**src/rtl/dsp_mv_pkg.sv**
```systemverilog
// Shared constants and types for the DSP register file with MAC move unit.
// Assumes eight operand slots, with the two accumulators in the top two slots.
package dsp_mv_pkg;
    localparam int DSP_NREG     = 8;   // operand slots, codes 0..NREG-1
    localparam int DSP_ACC_BASE = 6;   // first accumulator slot
    localparam int DSP_NACC     = DSP_NREG - DSP_ACC_BASE;
    localparam int DSP_SELW     = 4;   // operand code width

    // direction of a local move
    typedef enum logic {
        MV_TO_MAC   = 1'b0,
        MV_FROM_MAC = 1'b1
    } mv_dir_e;
endpackage

```
**src/rtl/mv_decode.sv**
```systemverilog
// Decodes a local move and a parallel move into one-hot write enables.
// Assumes codes at or above NREG are not operands: a local move with such a
// code raises op_err and writes nothing, and a parallel move with one is dropped.
module mv_decode
    import dsp_mv_pkg::*;
#(
    parameter int NREG = DSP_NREG,
    parameter int SELW = DSP_SELW
) (
    input  logic            op_valid,
    input  logic            op_dir,
    input  logic [SELW-1:0] op_sel,
    input  logic            op_half,
    input  logic            pm_we,
    input  logic [SELW-1:0] pm_sel,
    output logic [NREG-1:0] loc_we,
    output logic [NREG-1:0] pm_we_vec,
    output logic            mac_hi_we,
    output logic            mac_lo_we,
    output logic            op_err,
    output logic            conflict
);
    localparam logic [SELW-1:0] LIMIT = SELW'(NREG);

    logic op_ok;
    logic is_store;
    logic is_load;

    // legality and direction of the presented local move
    always_comb begin
        op_ok    = op_sel < LIMIT;
        is_store = op_valid && op_ok && (mv_dir_e'(op_dir) == MV_FROM_MAC);
        is_load  = op_valid && op_ok && (mv_dir_e'(op_dir) == MV_TO_MAC);
    end

    // one comparator per slot for each write source
    for (genvar i = 0; i < NREG; i++) begin : g_slot
        assign loc_we[i]    = is_store && (op_sel == SELW'(i));
        assign pm_we_vec[i] = pm_we && (pm_sel == SELW'(i));
    end

    // MAC half enables, error pulse, same-target detection
    always_comb begin
        mac_hi_we = is_load && op_half;
        mac_lo_we = is_load && !op_half;
        op_err    = op_valid && !op_ok;
        conflict  = |(loc_we & pm_we_vec);
    end
endmodule

```
**src/rtl/mv_regbank.sv**
```systemverilog
// Storage: operand words, accumulator guard fields, MAC pair, status register.
// Assumes loc_we and pm_we_vec are one-hot or zero. A local write beats a
// parallel write to the same slot. Every accumulator write sign-extends into
// its guard field.
module mv_regbank
    import dsp_mv_pkg::*;
#(
    parameter int DW       = 32,
    parameter int GW       = 8,
    parameter int FW       = 8,
    parameter int NREG     = DSP_NREG,
    parameter int ACC_BASE = DSP_ACC_BASE,
    localparam int NACC    = NREG - ACC_BASE
) (
    input  logic                      clk,
    input  logic                      rst_n,
    input  logic [NREG-1:0]           loc_we,
    input  logic [DW-1:0]             loc_data,
    input  logic [NREG-1:0]           pm_we_vec,
    input  logic [DW-1:0]             pm_data,
    input  logic                      mac_hi_we,
    input  logic                      mac_lo_we,
    input  logic [DW-1:0]             mac_data,
    input  logic                      cond_we,
    input  logic [FW-1:0]             cond_data,
    output logic [NREG-1:0][DW-1:0]   dat_q,
    output logic [NACC-1:0][GW-1:0]   grd_q,
    output logic [DW-1:0]             mac_hi_q,
    output logic [DW-1:0]             mac_lo_q,
    output logic [FW-1:0]             cond_q
);
    // one word register per operand slot
    for (genvar i = 0; i < NREG; i++) begin : g_word
        logic [DW-1:0] word_r;
        // load the slot, local move first
        always_ff @(posedge clk) begin
            if (!rst_n)            word_r <= '0;
            else if (loc_we[i])    word_r <= loc_data;
            else if (pm_we_vec[i]) word_r <= pm_data;
        end
        assign dat_q[i] = word_r;
    end

    // guard field per accumulator slot, same priority as the word
    for (genvar g = 0; g < NACC; g++) begin : g_guard
        logic [GW-1:0] guard_r;
        // replicate the sign of whatever word is written
        always_ff @(posedge clk) begin
            if (!rst_n)                       guard_r <= '0;
            else if (loc_we[ACC_BASE+g])      guard_r <= {GW{loc_data[DW-1]}};
            else if (pm_we_vec[ACC_BASE+g])   guard_r <= {GW{pm_data[DW-1]}};
        end
        assign grd_q[g] = guard_r;


        guard_sign_chk: assert property (@(posedge clk) disable iff (!rst_n)
            guard_r == {GW{dat_q[ACC_BASE+g][DW-1]}});
    end

    // MAC pair, written only by register-to-MAC moves
    always_ff @(posedge clk) begin
        if (!rst_n) begin
            mac_hi_q <= '0;
            mac_lo_q <= '0;
        end else begin
            if (mac_hi_we) mac_hi_q <= mac_data;
            if (mac_lo_we) mac_lo_q <= mac_data;
        end
    end

    // status register, owned by the arithmetic side only
    always_ff @(posedge clk) begin
        if (!rst_n)       cond_q <= '0;
        else if (cond_we) cond_q <= cond_data;
    end


    cond_hold_chk: assert property (@(posedge clk) disable iff (!rst_n)
        !cond_we |=> $stable(cond_q));
endmodule

```
**src/rtl/mv_readmux.sv**
```systemverilog
// Observation read port: picks one slot and widens it to word plus guard.
// Assumes the accumulators occupy slots ACC_BASE..NREG-1. Other slots read
// with a zero guard, and codes at or above NREG read as zero.
module mv_readmux
    import dsp_mv_pkg::*;
#(
    parameter int DW       = 32,
    parameter int GW       = 8,
    parameter int NREG     = DSP_NREG,
    parameter int ACC_BASE = DSP_ACC_BASE,
    parameter int SELW     = DSP_SELW,
    localparam int NACC    = NREG - ACC_BASE,
    localparam int IDXW    = $clog2(NREG)
) (
    input  logic [SELW-1:0]           rd_sel,
    input  logic [NREG-1:0][DW-1:0]   dat_q,
    input  logic [NACC-1:0][GW-1:0]   grd_q,
    output logic [GW+DW-1:0]          rd_data
);
    localparam logic [SELW-1:0] LIMIT = SELW'(NREG);

    logic [NREG-1:0][GW+DW-1:0] wide;

    // widen each slot, guard only on accumulators
    for (genvar i = 0; i < NREG; i++) begin : g_wide
        if (i >= ACC_BASE) begin : g_acc
            assign wide[i] = {grd_q[i-ACC_BASE], dat_q[i]};
        end else begin : g_dat
            assign wide[i] = {{GW{1'b0}}, dat_q[i]};
        end
    end

    // select the requested slot, zero for non-operand codes
    always_comb begin
        rd_data = '0;
        if (rd_sel < LIMIT) rd_data = wide[rd_sel[IDXW-1:0]];
    end
endmodule

```
**src/rtl/dsp_mac_move_rf.sv**
```systemverilog
// DSP register file with local moves between operands and the MAC pair.
// Assumes at most one local move and one parallel-move write per cycle.
// Writes land on the next rising edge, and the flags are combinational.
module dsp_mac_move_rf
    import dsp_mv_pkg::*;
#(
    parameter int DW       = 32,
    parameter int GW       = 8,
    parameter int FW       = 8,
    parameter int NREG     = DSP_NREG,
    parameter int ACC_BASE = DSP_ACC_BASE,
    parameter int SELW     = DSP_SELW,
    localparam int NACC    = NREG - ACC_BASE,
    localparam int IDXW    = $clog2(NREG)
) (
    input  logic             clk,
    input  logic             rst_n,
    input  logic             op_valid,
    input  logic             op_dir,
    input  logic [SELW-1:0]  op_sel,
    input  logic             op_half,
    input  logic             pm_we,
    input  logic [SELW-1:0]  pm_sel,
    input  logic [DW-1:0]    pm_data,
    input  logic             cond_we,
    input  logic [FW-1:0]    cond_data,
    input  logic [SELW-1:0]  rd_sel,
    output logic [GW+DW-1:0] rd_data,
    output logic [DW-1:0]    mac_hi_q,
    output logic [DW-1:0]    mac_lo_q,
    output logic [FW-1:0]    cond_q,
    output logic             op_err,
    output logic             conflict
);
    localparam logic [SELW-1:0] LIMIT = SELW'(NREG);

    logic [NREG-1:0]           loc_we;
    logic [NREG-1:0]           pm_we_vec;
    logic                      mac_hi_we;
    logic                      mac_lo_we;
    logic [NREG-1:0][DW-1:0]   dat_q;
    logic [NACC-1:0][GW-1:0]   grd_q;
    logic [DW-1:0]             mac_pick;
    logic [DW-1:0]             src_word;

    // operand side of each move: chosen MAC half and chosen low word
    always_comb begin
        mac_pick = op_half ? mac_hi_q : mac_lo_q;
        src_word = dat_q[op_sel[IDXW-1:0]];
    end

    mv_decode #(.NREG(NREG), .SELW(SELW)) u_decode (
        .op_valid (op_valid),
        .op_dir   (op_dir),
        .op_sel   (op_sel),
        .op_half  (op_half),
        .pm_we    (pm_we),
        .pm_sel   (pm_sel),
        .loc_we   (loc_we),
        .pm_we_vec(pm_we_vec),
        .mac_hi_we(mac_hi_we),
        .mac_lo_we(mac_lo_we),
        .op_err   (op_err),
        .conflict (conflict)
    );

    mv_regbank #(.DW(DW), .GW(GW), .FW(FW), .NREG(NREG), .ACC_BASE(ACC_BASE)) u_bank (
        .clk      (clk),
        .rst_n    (rst_n),
        .loc_we   (loc_we),
        .loc_data (mac_pick),
        .pm_we_vec(pm_we_vec),
        .pm_data  (pm_data),
        .mac_hi_we(mac_hi_we),
        .mac_lo_we(mac_lo_we),
        .mac_data (src_word),
        .cond_we  (cond_we),
        .cond_data(cond_data),
        .dat_q    (dat_q),
        .grd_q    (grd_q),
        .mac_hi_q (mac_hi_q),
        .mac_lo_q (mac_lo_q),
        .cond_q   (cond_q)
    );

    mv_readmux #(.DW(DW), .GW(GW), .NREG(NREG), .ACC_BASE(ACC_BASE), .SELW(SELW)) u_rd (
        .rd_sel (rd_sel),
        .dat_q  (dat_q),
        .grd_q  (grd_q),
        .rd_data(rd_data)
    );


    load_to_mac_chk: assert property (@(posedge clk) disable iff (!rst_n)
        (op_valid && !op_dir && (op_sel < LIMIT)) |=>
        (($past(op_half) ? mac_hi_q : mac_lo_q) == $past(dat_q[op_sel[IDXW-1:0]])));

    // R4 (also covers R9: the local value is the one that lands)
    store_from_mac_chk: assert property (@(posedge clk) disable iff (!rst_n)
        (op_valid && op_dir && (op_sel < LIMIT)) |=>
        (dat_q[$past(op_sel[IDXW-1:0])] == $past(op_half ? mac_hi_q : mac_lo_q)));


    bad_code_nowrite_chk: assert property (@(posedge clk) disable iff (!rst_n)
        (op_valid && !(op_sel < LIMIT)) |=> ($stable(mac_hi_q) && $stable(mac_lo_q)));


    pm_write_chk: assert property (@(posedge clk) disable iff (!rst_n)
        (pm_we && (pm_sel < LIMIT) && !(op_valid && op_dir && (op_sel == pm_sel))) |=>
        (dat_q[$past(pm_sel[IDXW-1:0])] == $past(pm_data)));


    conflict_src_chk: assert property (@(posedge clk) disable iff (!rst_n)
        conflict |-> (op_valid && op_dir && pm_we && !op_err));
endmodule

```
**config.mk**
```make
export PLATFORM = sky130hd
export DESIGN_NAME = dsp_mac_move_rf
export DESIGN_NICKNAME = d
export VERILOG_FILES = /design/src/rtl/dsp_mv_pkg.sv /design/src/rtl/mv_decode.sv /design/src/rtl/mv_regbank.sv /design/src/rtl/mv_readmux.sv /design/src/rtl/dsp_mac_move_rf.sv
export SDC_FILE = /design/constraint.sdc
export NUM_CORES = 1
export LEC_CHECK = 0
export BUFFER_PORTS_ARGS = -buffer_cell sky130_fd_sc_hd__buf_2
export CAP_MARGIN = 5
export CORE_MARGIN = 3
export CORE_UTILIZATION = 52
export CTS_CLUSTER_SIZE = 16
export DETAILED_ROUTE_END_ITERATION = 12
export PLACE_DENSITY_LB_ADDON = 0.05
export SYNTH_ARGS = -nofsm -noshare
export SYNTH_HDL_FRONTEND = slang
export SYNTH_SLANG_ARGS = --single-unit
```
**constraint.sdc**
```tcl
create_clock -name clk -period 2.25 [get_ports clk]
set_input_delay 0.225 -clock clk [delete_from_list [all_inputs] [get_ports clk]]
set_output_delay 0.225 -clock clk [all_outputs]
set_load 0.05 [all_outputs]
```
==> summary.md <==
| Metric | Value |
|---|---|
| Launching element type of the critical path | register |
| First-pass GRT wire length | roughly 93,000 µm |
| Syn_area_per_cell | approximately 9.6 µm² |
| Area Growth Syn to Fin | 16.0% |
| Sink Count | approximately 330 |
| Post-CTS Hold Buffers | 8 |
| Iter 0 DRT Violations | about 1,600 |
| Slowest stage cell, crit path | mux4_2 |
| Min Tclk post-route | 2.15 ns |
| TritonCTS clock tree | done |
| First-pass detailed-route iteration total | 5 |
| Max incr delay on CP | between 0.4 and 0.5 ns |
| Seq pwr share | ~43% |
| Final ANT Viol Nets | 0 |
| EDFF count, synth | 0 |
| Port Buffer Count | between 150 and 200 |
| Post-synth ARST share | 0% |
| Placed cell area | between 15,000 and 20,000 µm² |
| Pin count of the biggest net entering global routing | 91 |
| End-of-flow core utilization | between 60% and 70% |
| Drt total wl | a little over 60,000 µm |
| Max-cap violations | 0 |
| Total power | approximately 14 mW |
| PostCTS Resize Cnt | 0 |
| Vias | 15,700 |
| Syn Inst Count | ~1,900 |
| Synth top cells by count | 328 x dfxtp_1, 312 x mux2i_1, 278 x o21ai_0, 257 x a21oi_1, 155 x clkbuf_1 |
| Cell internal pwr | around 11 mW |
| Starting Density | ~53% |
| Number of CTS-inserted buffers | 38 |
| Status | complete, no violations |
| Syn nets | just under 2,000 |
| Area occupied by multi-input gates | between 10,000 and 15,000 µm² |
| HP Class | in -> reg |
| GR Overflow Total | 0 |
| Final period util | about 96% |
| Power share of the combinational group | a little under an eighth |
| CP Capture Type | output port |
| Ranking of synthesized cells by area | dfxtp_1 37%, mux2i_1 17%, mux4_2 11%, o21ai_0 7.8%, a21oi_1 7.2% |
| Fmax | around 460 MHz |
| Synth top area share | around 37% |
| Fillers | about 3,000 |
| Total leakage power | between 8 and 9 nW |
| Sequential share of the synthesized area | a little over a third |
| Post-DP HPWL | a little under 40,000 µm |
| Seq cells post-synth | 328 |
| Area leader, netlist | dfxtp_1 |
| Post-synth cell types | 42 |
| Rel. slew slack | approximately 28% |
| Setup Skew | between 0.01 and 0.015 ns |
| RSZ-0062 raised after global routing | no |
| Synthesized area | around 18,000 µm² |
| Reg area | 6570 µm² |
| Die area | about 37,000 µm² |
| Initial antenna violation count | 3 |
| Pwr dens | approximately 680 nW/µm² |
| Residual DRC | 0 |
| H-tree levels | 2 |
| Post-CTS Setup Inserts | 0 |
| Worst-margin pin slew | about 1.1 ns |
| Die width | around 190 µm |
| Per-cell routed wire length | 25.6 µm |
| Vias in the first global route | roughly 15,000 |
| Worst vdd ir | 0.556 mV |
| Post-route cell area | 20,800 µm² |
| Post-layout nets | between 2,000 and 2,500 |
| Pre-CTS WS | between 0.2 and 0.3 ns |
| Die Height | between 150 and 200 µm |
| Switch Pwr | 3.72 mW |
| Root buffer cell | clkbuf_16 |
| Clock transition at path regs | approximately 0.060 ns |
| Final Hold Vio Count | 0 |
| Clock power frac | ~46% |
| Total GRT Usage | about a third |
| Via/cell ratio | between 6 and 7 |
| CP Data Arrival Time | roughly 1.9 ns |
| Largest delay share family, worst path | multiplexers |
| Critical path class | reg -> out |
| Worst-Skew Late Latency | roughly 0.54 ns |
| Top-count cell post-synth | dfxtp_1 |
| Ys Warns | 0 |
| Num rows | 67 |
| Final GP Congestion | approximately 0.84 |
| CP required | between 2 and 2.5 ns |
| Sw Ratio | a little over a quarter |
| Number of I/O pins | around 170 |
| Worst-path cell chain | mux4_2 > mux2i_1 > nor2_1 > buf_2 |
| Slew Limit Fails | 0 |
| TNS Setup | 0 ns |
| Final setup margin | around 0.096 ns |
| Share of layout cells above drive strength 1 | about a quarter |
| Maximum buffer depth of the clock tree | 3 |
| CP Max Fanout | 3 |
| Final setup fails | 0 |
| Top_reg_cell synth | dfxtp_1 |
| Worst Path Buf+Inv | 1 |
| CORE AREA | about 34,000 µm² |
## stage by stage
| step | hold slack, ns | std cells |
|---|---|---|
| 2_1_floorplan | 0.395 | 1866 |
| 3_3_place_gp | 0.471 | 2353 |
| 3_5_place_dp | 0.475 | 2353 |
| 4_1_cts | 0.0649 | 2430 |
| 5_1_grt | 0.0951 | 2431 |
| 6_report | 0.0833 | 2431 |
## worst register-to-register path, cell delays in order (launching register included)
cell	delay [ns]
dfxtp_1	0.32
mux4_2	0.47
mux2_2	0.29
nor2_1	0.14
nor2_1	0.06
## state kept, by name, summed over array words and instances, names as in the netlist
name / cells
u_bank.g_word.word_r: 254
u_bank.mac_hi_q: 32
u_bank.mac_lo_q: 32
u_bank.cond_q: 8
u_bank.g_guard.guard_r: 2
## worst paths after layout
path | depth (start not counted) | start | slack (ns) | to
hold reg to reg | 2 | u_bank.mac_hi_q[24]$_SDFFE_PN0P_ | 0.48 | u_bank.mac_hi_q[24]$_SDFFE_PN0P_
setup reg to reg | 4 | u_bank.g_word[7].word_r[29]$_SDFFE_PN0P_ | 0.86 | u_bank.mac_lo_q[29]$_SDFFE_PN0P_
setup / recovery | 4 | u_bank.g_word[7].word_r[3]$_SDFFE_PN0P_ | 0.1 | rd_data[3]
hold / removal | 3 | pm_data[4] | 0.08 | u_bank.g_word[0].word_r[4]$_SDFFE_PN0P_
## power groups by stage
stage / logic (mW) / registers (mW) / clock network [mW]
finish: 1.69 / 6.07 / 6.47
global route: 1.80 / 6.08 / 6.75
CTS: 1.67 / 6.06 / 6.53
detailed placement: 1.66 / 6.19 / 0
global placement: 1.64 / 6.18 / 0
floorplan: 1.02 / 6.28 / 0
## final cells by class
type,instances,area share (%)
multi-input cells,1309,50.2
flip-flops and latches,328,31.5
repair buffers,274,9.30
clock buffers,61,5.82
well taps,448,2.69
clock inverters,8,0.451
inverters,2,0.0361
diodes,1,0.0120
## per-layer routing
metal | wire length [µm] | vias to the layer above | global-route usage (%)
met5 | 13 | - | 0
met4 | 2150 | 2 | 11.9
met1 | 26300 | 7609 | 44.9
met3 | 5020 | 143 | 5.69
met2 | 28600 | 726 | 53.7
li1 | - | 7178 | -
## kinds of logic (layout without fill, tap and decap cells)
group           after synthesis  in the layout  share of synthesized area, %
compound gates              634            634                          19.3
buf+inv                     229            345                          5.64
flops                       328            328                          36.6
mux                         478            478                          33.3
other cells                   0              1                             0
simple gates                197            197                          5.24
## cells in the final DEF (no fill, tap or decap), types with 46 or more instances in the layout
cell type / instances
nor2_1: 77
mux2i_1: 312
a21oi_1: 257
o21ai_0: 278
mux4_2: 87
mux2_2: 79
buf_4: 75
o31ai_1: 46
buf_2: 168
dfxtp_1: 328
(Power assumes the default switching activity.)
